===== config.mk =====
export PLATFORM = sky130hd
export DESIGN_NAME = masked_reg_bridge
export DESIGN_NICKNAME = d
export VERILOG_FILES = /design/src/rtl/bridge_pkg.sv /design/src/rtl/bridge_regs.sv /design/src/rtl/bridge_merge.sv /design/src/rtl/bridge_ctrl.sv /design/src/rtl/masked_reg_bridge.sv
export SDC_FILE = /design/constraint.sdc
export NUM_CORES = 2
export LEC_CHECK = 0
export ABC_CLOCK_PERIOD_IN_PS = 2200
export BUFFER_PORTS_ARGS = -buffer_cell sky130_fd_sc_hd__buf_4
export CAP_MARGIN = 20
export CORE_MARGIN = 10
export CORE_UTILIZATION = 57
export DETAILED_ROUTE_END_ITERATION = 12
export GPL_ROUTABILITY_DRIVEN = 0
export HOLD_SLACK_MARGIN = 0.06
export PLACE_DENSITY_LB_ADDON = 0.3
export SLEW_MARGIN = 20
export SYNTH_ARGS = -nofsm -noshare
export SYNTH_HDL_FRONTEND = slang
export SYNTH_HIERARCHICAL = 1
export SYNTH_SLANG_ARGS = --single-unit

===== constraint.sdc =====
create_clock -name clk -period 2.2 [get_ports clk]
set_input_delay 0.22 -clock clk [delete_from_list [all_inputs] [get_ports clk]]
set_output_delay 0.22 -clock clk [all_outputs]
set_load 0.05 [all_outputs]

===== src/rtl/bridge_pkg.sv =====
package bridge_pkg;

    typedef enum logic [1:0] {
        ST_IDLE  = 2'd0,
        ST_FETCH = 2'd1,
        ST_STORE = 2'd2,
        ST_REPLY = 2'd3
    } bridge_state_e;

endpackage


===== src/rtl/bridge_regs.sv =====
module bridge_regs #(
    parameter int ADDR_W = 8,
    parameter int DATA_W = 8
) (
    input  logic              clk,
    input  logic              rst,
    input  logic              rd_en,
    input  logic              wr_en,
    input  logic [ADDR_W-1:0] addr,
    input  logic [DATA_W-1:0] wdata,
    output logic [DATA_W-1:0] rdata_q
);
    localparam int DEPTH = 1 << ADDR_W;

    logic [DATA_W-1:0] mem [DEPTH];

    // Registered read port; one write port. Reset clears every entry.
    always_ff @(posedge clk) begin
        if (rst) begin
            for (int i = 0; i < DEPTH; i++) begin
                mem[i] <= '0;
            end
            rdata_q <= '0;
        end else begin
            if (wr_en) begin
                mem[addr] <= wdata;
            end
            if (rd_en) begin
                rdata_q <= mem[addr];
            end
        end
    end

    // a write and a fetch never overlap in the same cycle
    a_r10_no_overlap: assert property (@(posedge clk) disable iff (rst)
        !(rd_en && wr_en));

endmodule


===== src/rtl/bridge_merge.sv =====
module bridge_merge #(
    parameter int DATA_W = 8
) (
    input  logic [DATA_W-1:0] old_val,
    input  logic [DATA_W-1:0] new_val,
    input  logic [DATA_W-1:0] bit_sel,
    output logic [DATA_W-1:0] merged
);
    // Per-bit select; bits with a zero select keep their old value.
    for (genvar b = 0; b < DATA_W; b++) begin : g_bit
        assign merged[b] = bit_sel[b] ? new_val[b] : old_val[b];
    end
endmodule


===== src/rtl/bridge_ctrl.sv =====
module bridge_ctrl
    import bridge_pkg::*;
(
    input  logic clk,
    input  logic rst,
    input  logic cmd_valid,
    input  logic cmd_dir,
    output logic cmd_ready,
    output logic accept,
    output logic fetch,
    output logic store,
    output logic done,
    output logic is_read
);
    bridge_state_e state_q, state_d;
    logic          dir_q;

    always_ff @(posedge clk) begin
        if (rst) begin
            state_q <= ST_IDLE;
            dir_q   <= 1'b0;
        end else begin
            state_q <= state_d;
            if (accept) begin
                dir_q <= cmd_dir;
            end
        end
    end

    always_comb begin
        state_d   = state_q;
        cmd_ready = 1'b0;
        accept    = 1'b0;
        fetch     = 1'b0;
        store     = 1'b0;
        done      = 1'b0;
        unique case (state_q)
            ST_IDLE: begin
                cmd_ready = 1'b1;
                if (cmd_valid) begin
                    accept  = 1'b1;
                    state_d = ST_FETCH;
                end
            end
            ST_FETCH: begin
                fetch   = 1'b1;
                state_d = dir_q ? ST_REPLY : ST_STORE;
            end
            ST_STORE: begin
                store   = 1'b1;
                state_d = ST_REPLY;
            end
            ST_REPLY: begin
                done    = 1'b1;
                state_d = ST_IDLE;
            end
        endcase
    end

    assign is_read = dir_q;

    // completion is a single-cycle pulse
    a_r8_done_pulse: assert property (@(posedge clk) disable iff (rst)
        done |=> !done);
    // read completes two cycles after acceptance
    a_r8_read_latency: assert property (@(posedge clk) disable iff (rst)
        (accept && cmd_dir) |=> ##1 done);
    // write completes three cycles after acceptance
    a_r8_write_latency: assert property (@(posedge clk) disable iff (rst)
        (accept && !cmd_dir) |=> ##2 done);
    // ready returns in the cycle after completion
    a_r7_ready_after_done: assert property (@(posedge clk) disable iff (rst)
        done |=> cmd_ready);
    // no acceptance while a command is in flight
    a_r7_busy_after_accept: assert property (@(posedge clk) disable iff (rst)
        accept |=> !cmd_ready);

endmodule


===== src/rtl/masked_reg_bridge.sv =====
module masked_reg_bridge #(
    parameter int ADDR_W = 8,
    parameter int DATA_W = 8
) (
    input  logic                  clk,
    input  logic                  rst,
    input  logic                  cmd_valid,
    output logic                  cmd_ready,
    input  logic                  cmd_dir,
    input  logic [ADDR_W-1:0]     cmd_addr,
    input  logic [2*DATA_W-1:0]   cmd_value,
    output logic                  done,
    output logic                  rsp_len,
    output logic [DATA_W-1:0]     rd_data
);
    localparam int WORD_W = 2 * DATA_W;

    logic              accept, fetch, store, is_read;
    logic [ADDR_W-1:0] addr_q;
    logic [DATA_W-1:0] mask_q, wdat_q;
    logic [DATA_W-1:0] old_q, merged;

    // Command capture on acceptance
    always_ff @(posedge clk) begin
        if (rst) begin
            addr_q <= '0;
            mask_q <= '0;
            wdat_q <= '0;
        end else if (accept) begin
            addr_q <= cmd_addr;
            mask_q <= cmd_value[WORD_W-1:DATA_W];
            wdat_q <= cmd_value[DATA_W-1:0];
        end
    end

    bridge_ctrl u_ctrl (
        .clk       (clk),
        .rst       (rst),
        .cmd_valid (cmd_valid),
        .cmd_dir   (cmd_dir),
        .cmd_ready (cmd_ready),
        .accept    (accept),
        .fetch     (fetch),
        .store     (store),
        .done      (done),
        .is_read   (is_read)
    );

    bridge_regs #(.ADDR_W(ADDR_W), .DATA_W(DATA_W)) u_regs (
        .clk     (clk),
        .rst     (rst),
        .rd_en   (fetch),
        .wr_en   (store),
        .addr    (addr_q),
        .wdata   (merged),
        .rdata_q (old_q)
    );

    bridge_merge #(.DATA_W(DATA_W)) u_merge (
        .old_val (old_q),
        .new_val (wdat_q),
        .bit_sel (mask_q),
        .merged  (merged)
    );

    assign rsp_len = done && is_read;
    assign rd_data = (done && is_read) ? old_q : '0;

    // unmasked bits of the written value equal the fetched value
    a_r3_unmasked_kept: assert property (@(posedge clk) disable iff (rst)
        store |-> ((merged ^ old_q) & ~mask_q) == '0);
    // zero mask writes back the fetched value
    a_r4_zero_mask: assert property (@(posedge clk) disable iff (rst)
        (store && mask_q == '0) |-> merged == old_q);
    // write response carries no data
    a_r5_write_empty: assert property (@(posedge clk) disable iff (rst)
        (done && !rsp_len) |-> rd_data == '0);
    // a read never writes the target space
    a_r9_read_no_store: assert property (@(posedge clk) disable iff (rst)
        is_read |-> !store);

endmodule


==> flow_summary.toml <==
[timing]
max_slew.worst_pin.slew_ns = 0.852
finalHoldWorstSlack_ns = 0.154
timing.final.max_slew_violations = 0
final_period_minus_worst_setup_slack_ns = 2.88
fin_tns_setup_ns = -917.53
max_clock_freq_ghz = 0.348
timing.final.crit_share_pct = 131
max_slew_margin_pct = 42.5
setup_slack_ns = -0.675
hold_violations = 0
setup_viol_count_final = 3957
rsz0062_at_grt = "yes"
finalClockSkew_ns = 0.0460

[route]
drt.antenna.violating_nets = 0
routed-via-count = 62042
route.detailed.vias_per_inst = 6.41
postRouteWirelength_mm = 291
drt_drc_violations_left = 0
firstDrtPassIters = 6
initialDrtViolationCount = 8439
wire_per_inst_um = 30.1

[logic_synthesis]
ys.flop_type = "edfxtp_1"
synthMostInstantiatedCell = "edfxtp_1"
async_flop_share_pct = 0
synth_fp_nets = 6577
ys_seq_elements = 2083
yosys-top-cells-area = "edfxtp_1 (63%), mux4_2 (11%), and2_1 (11%)"
synth_area_per_cell_um2 = 14.9
post_synth_edffs = 2048
synth_top_area_share_pct = 63.2
synth-seq-area-share_pct = 63.9
netlist_top_cells_count = "edfxtp_1 (2,048), and2_1 (1,650), mux4_2 (469)"
synth.cell_area_mm2 = 0.0973
synth_warnings = 6
yosys.area.top_type = "edfxtp_1"
post_synth_inst_count = 6545
synth_cell_types = 69

[power]
power.total_uw = 103000
leakage_uw = 0.0446
vdd.ir_drop.worst_mv = 1.01
cellPowerDensity_mw_per_mm2 = 876

[floorplanning]
top_level_ports = 39
die_area_mm2 = 0.188
floorplan.rows = 151
floorplan.initialDensity_pct = 57.4
placeable_area_mm2 = 0.169
die_w_um = 433
die_h_um = 433

[grt]
pin_count_of_the_biggest_net_entering_global_routing = 138
grtUsageTotal_pct = 30.7
antenna_violations_before_repair = 6
grt_pass1_vias = 61955
gr-total-overflow = 0
grt_first_pass_wirelength_mm = 423

[run]
cap_violations = 0

[hold_path]
hold_path.class = "in -> reg"

[worst_setup_path]
critical_path_required_ns = 2.92
crit_path_start_kind = "register"
worstPathCellList = "buf_12, buf_12, mux4_2, mux2i_1, buf_4, o22ai_4, o21ai_4, buf_6, nand4_1, a31oi_2, buf_4, a211oi_2"
worstSetupPathType = "reg -> reg"
cp_data_arrival_time_ns = 3.59
slowest_delay_ns = 0.54
timing.critical_path.slowest_stage_cell = "mux4_2"
worst_setup_path_end_kind = "register"
timing.critical_path.fanout_max = 6

[final_layout]
final_core_utilization_pct = 69.2
area.growth.synth_to_final_pct = 20.6
num-nets-final = 7317
layout_cell_share_with_drive_strength_beyond_1_pct = 32.3

[run_status]
failing_checks = "negative setup slack"
result_of_the_run = "finished, violations left"

[cts]
clock-root-buffer = "clkbuf_16"
cts_max_level = 4
worst_path_clk_slew_ns = 0.07
clockBufferDepth = 3
cts_made_buffers = 207
cts_tree = "yes"
clock_sinks = 2083
worst_skew_pair.late_latency_ns = 0.86

[placement]
buffer_ports.inserted = 38
placement.setup.worst_slack_ns = -1.36
detailed_place_hpwl_mm = 193
## routing by layer
| metal | track usage [%] | routed length [um] |
|---|---|---|
| met5 | 0 | 0 |
| met4 | 16.4 | 17400 |
| met3 | 8.55 | 36600 |
| met2 | 46.9 | 134000 |
| met1 | 40.3 | 104000 |
## final timing paths
check / start / end / slack [ns] / cells past startpoint
setup / recovery: addr_q[1] / u_regs/rdata_q[4] / -0.68 / 12
hold / removal: cmd_value[0] / wdat_q[0] / 0.15 / 4
hold reg to reg: wdat_q[0] / wdat_q[0] / 0.53 / 2
setup reg to reg: addr_q[1] / u_regs/rdata_q[4] / -0.68 / 12
## placed cells by master, fill, tap and decap left out, types with 36 or more instances in the layout
master | synthesis | layout
edfxtp_1 | 2048 | 2048
and2_1 | 1650 | 1647
buf_4 | 39 | 788
mux4_2 | 469 | 469
and3_1 | 425 | 416
clkbuf_16 | 0 | 214
buf_12 | 6 | 177
nor2_1 | 285 | 165
or2_2 | 212 | 163
mux2i_1 | 179 | 153
nand2_1 | 126 | 117
nor2_2 | 5 | 92
buf_6 | 47 | 60
or2_4 | 0 | 50
clkbuf_1 | 396 | 49
nor2_4 | 7 | 40
o22ai_1 | 57 | 39
clkinv_2 | 0 | 38
dlygate4sd3_1 | 0 | 36
## through the flow
| step | instance area (um^2) | instances |
|---|---|---|
| after floorplan | 97700 | 6545 |
| after global placement | 107000 | 9167 |
| after detailed placement | 107000 | 9167 |
| after CTS | 116000 | 9634 |
| after global routing | 117000 | 9669 |
| final | 117000 | 9675 |
## worst max-delay path: cells and delay by family, from the launching register on
kind	cells	cell delay [ns]
flip-flops	1	0.37
AND/OR/NAND/NOR	1	0.14
buffers and inverters	5	0.79
multiplexers	2	0.76
AO/OA/AOI/OAI	4	0.67
## sequential cells by signal, summed over array words and instances, names as in the netlist
signal          cells
addr_q              8
wdat_q              8
u_regs/mem       2048
u_regs/rdata_q      8
mask_q              8
u_ctrl/state_q      2
u_ctrl/is_read      1
## cell families after synthesis
family	count (synthesis)	synth area share, %
DFF	2083	63.9
adders and majority gates	4	0.0514
buffers and inverters	580	3.10
muxes	681	13.2
AOI/OAI and AO/OA	341	2.50
and+or+nand+nor	2856	17.3
## area by class of cell
cell class / instances / area (um^2)
flip-flops and latches: 2083 / 62200
fillers: 10668 / 52100
multi-input cells: 3882 / 34000
repair buffers: 1104 / 11500
clock buffers: 264 / 5510
well taps: 2218 / 2780
clock inverters: 108 / 1310
inverters: 7 / 28.8
diodes: 9 / 22.5
## timing repair
item / in CTS / in global routing
endpoints found under the setup margin: 3790 / 4059
gates cloned: 16 / 4
gates resized for setup: 275 / 173
buffers inserted: 44 / 32
pin swaps: 49 / 35
hold buffers: 36 / 0
endpoints found under the hold margin: 30 / 0
## report_power, final
group	internal, uW	switching [uW]
clock	21000	14900
combinational	8360	12900
sequential	44900	721
No activity file was read; power rests on OpenSTA's default activity.
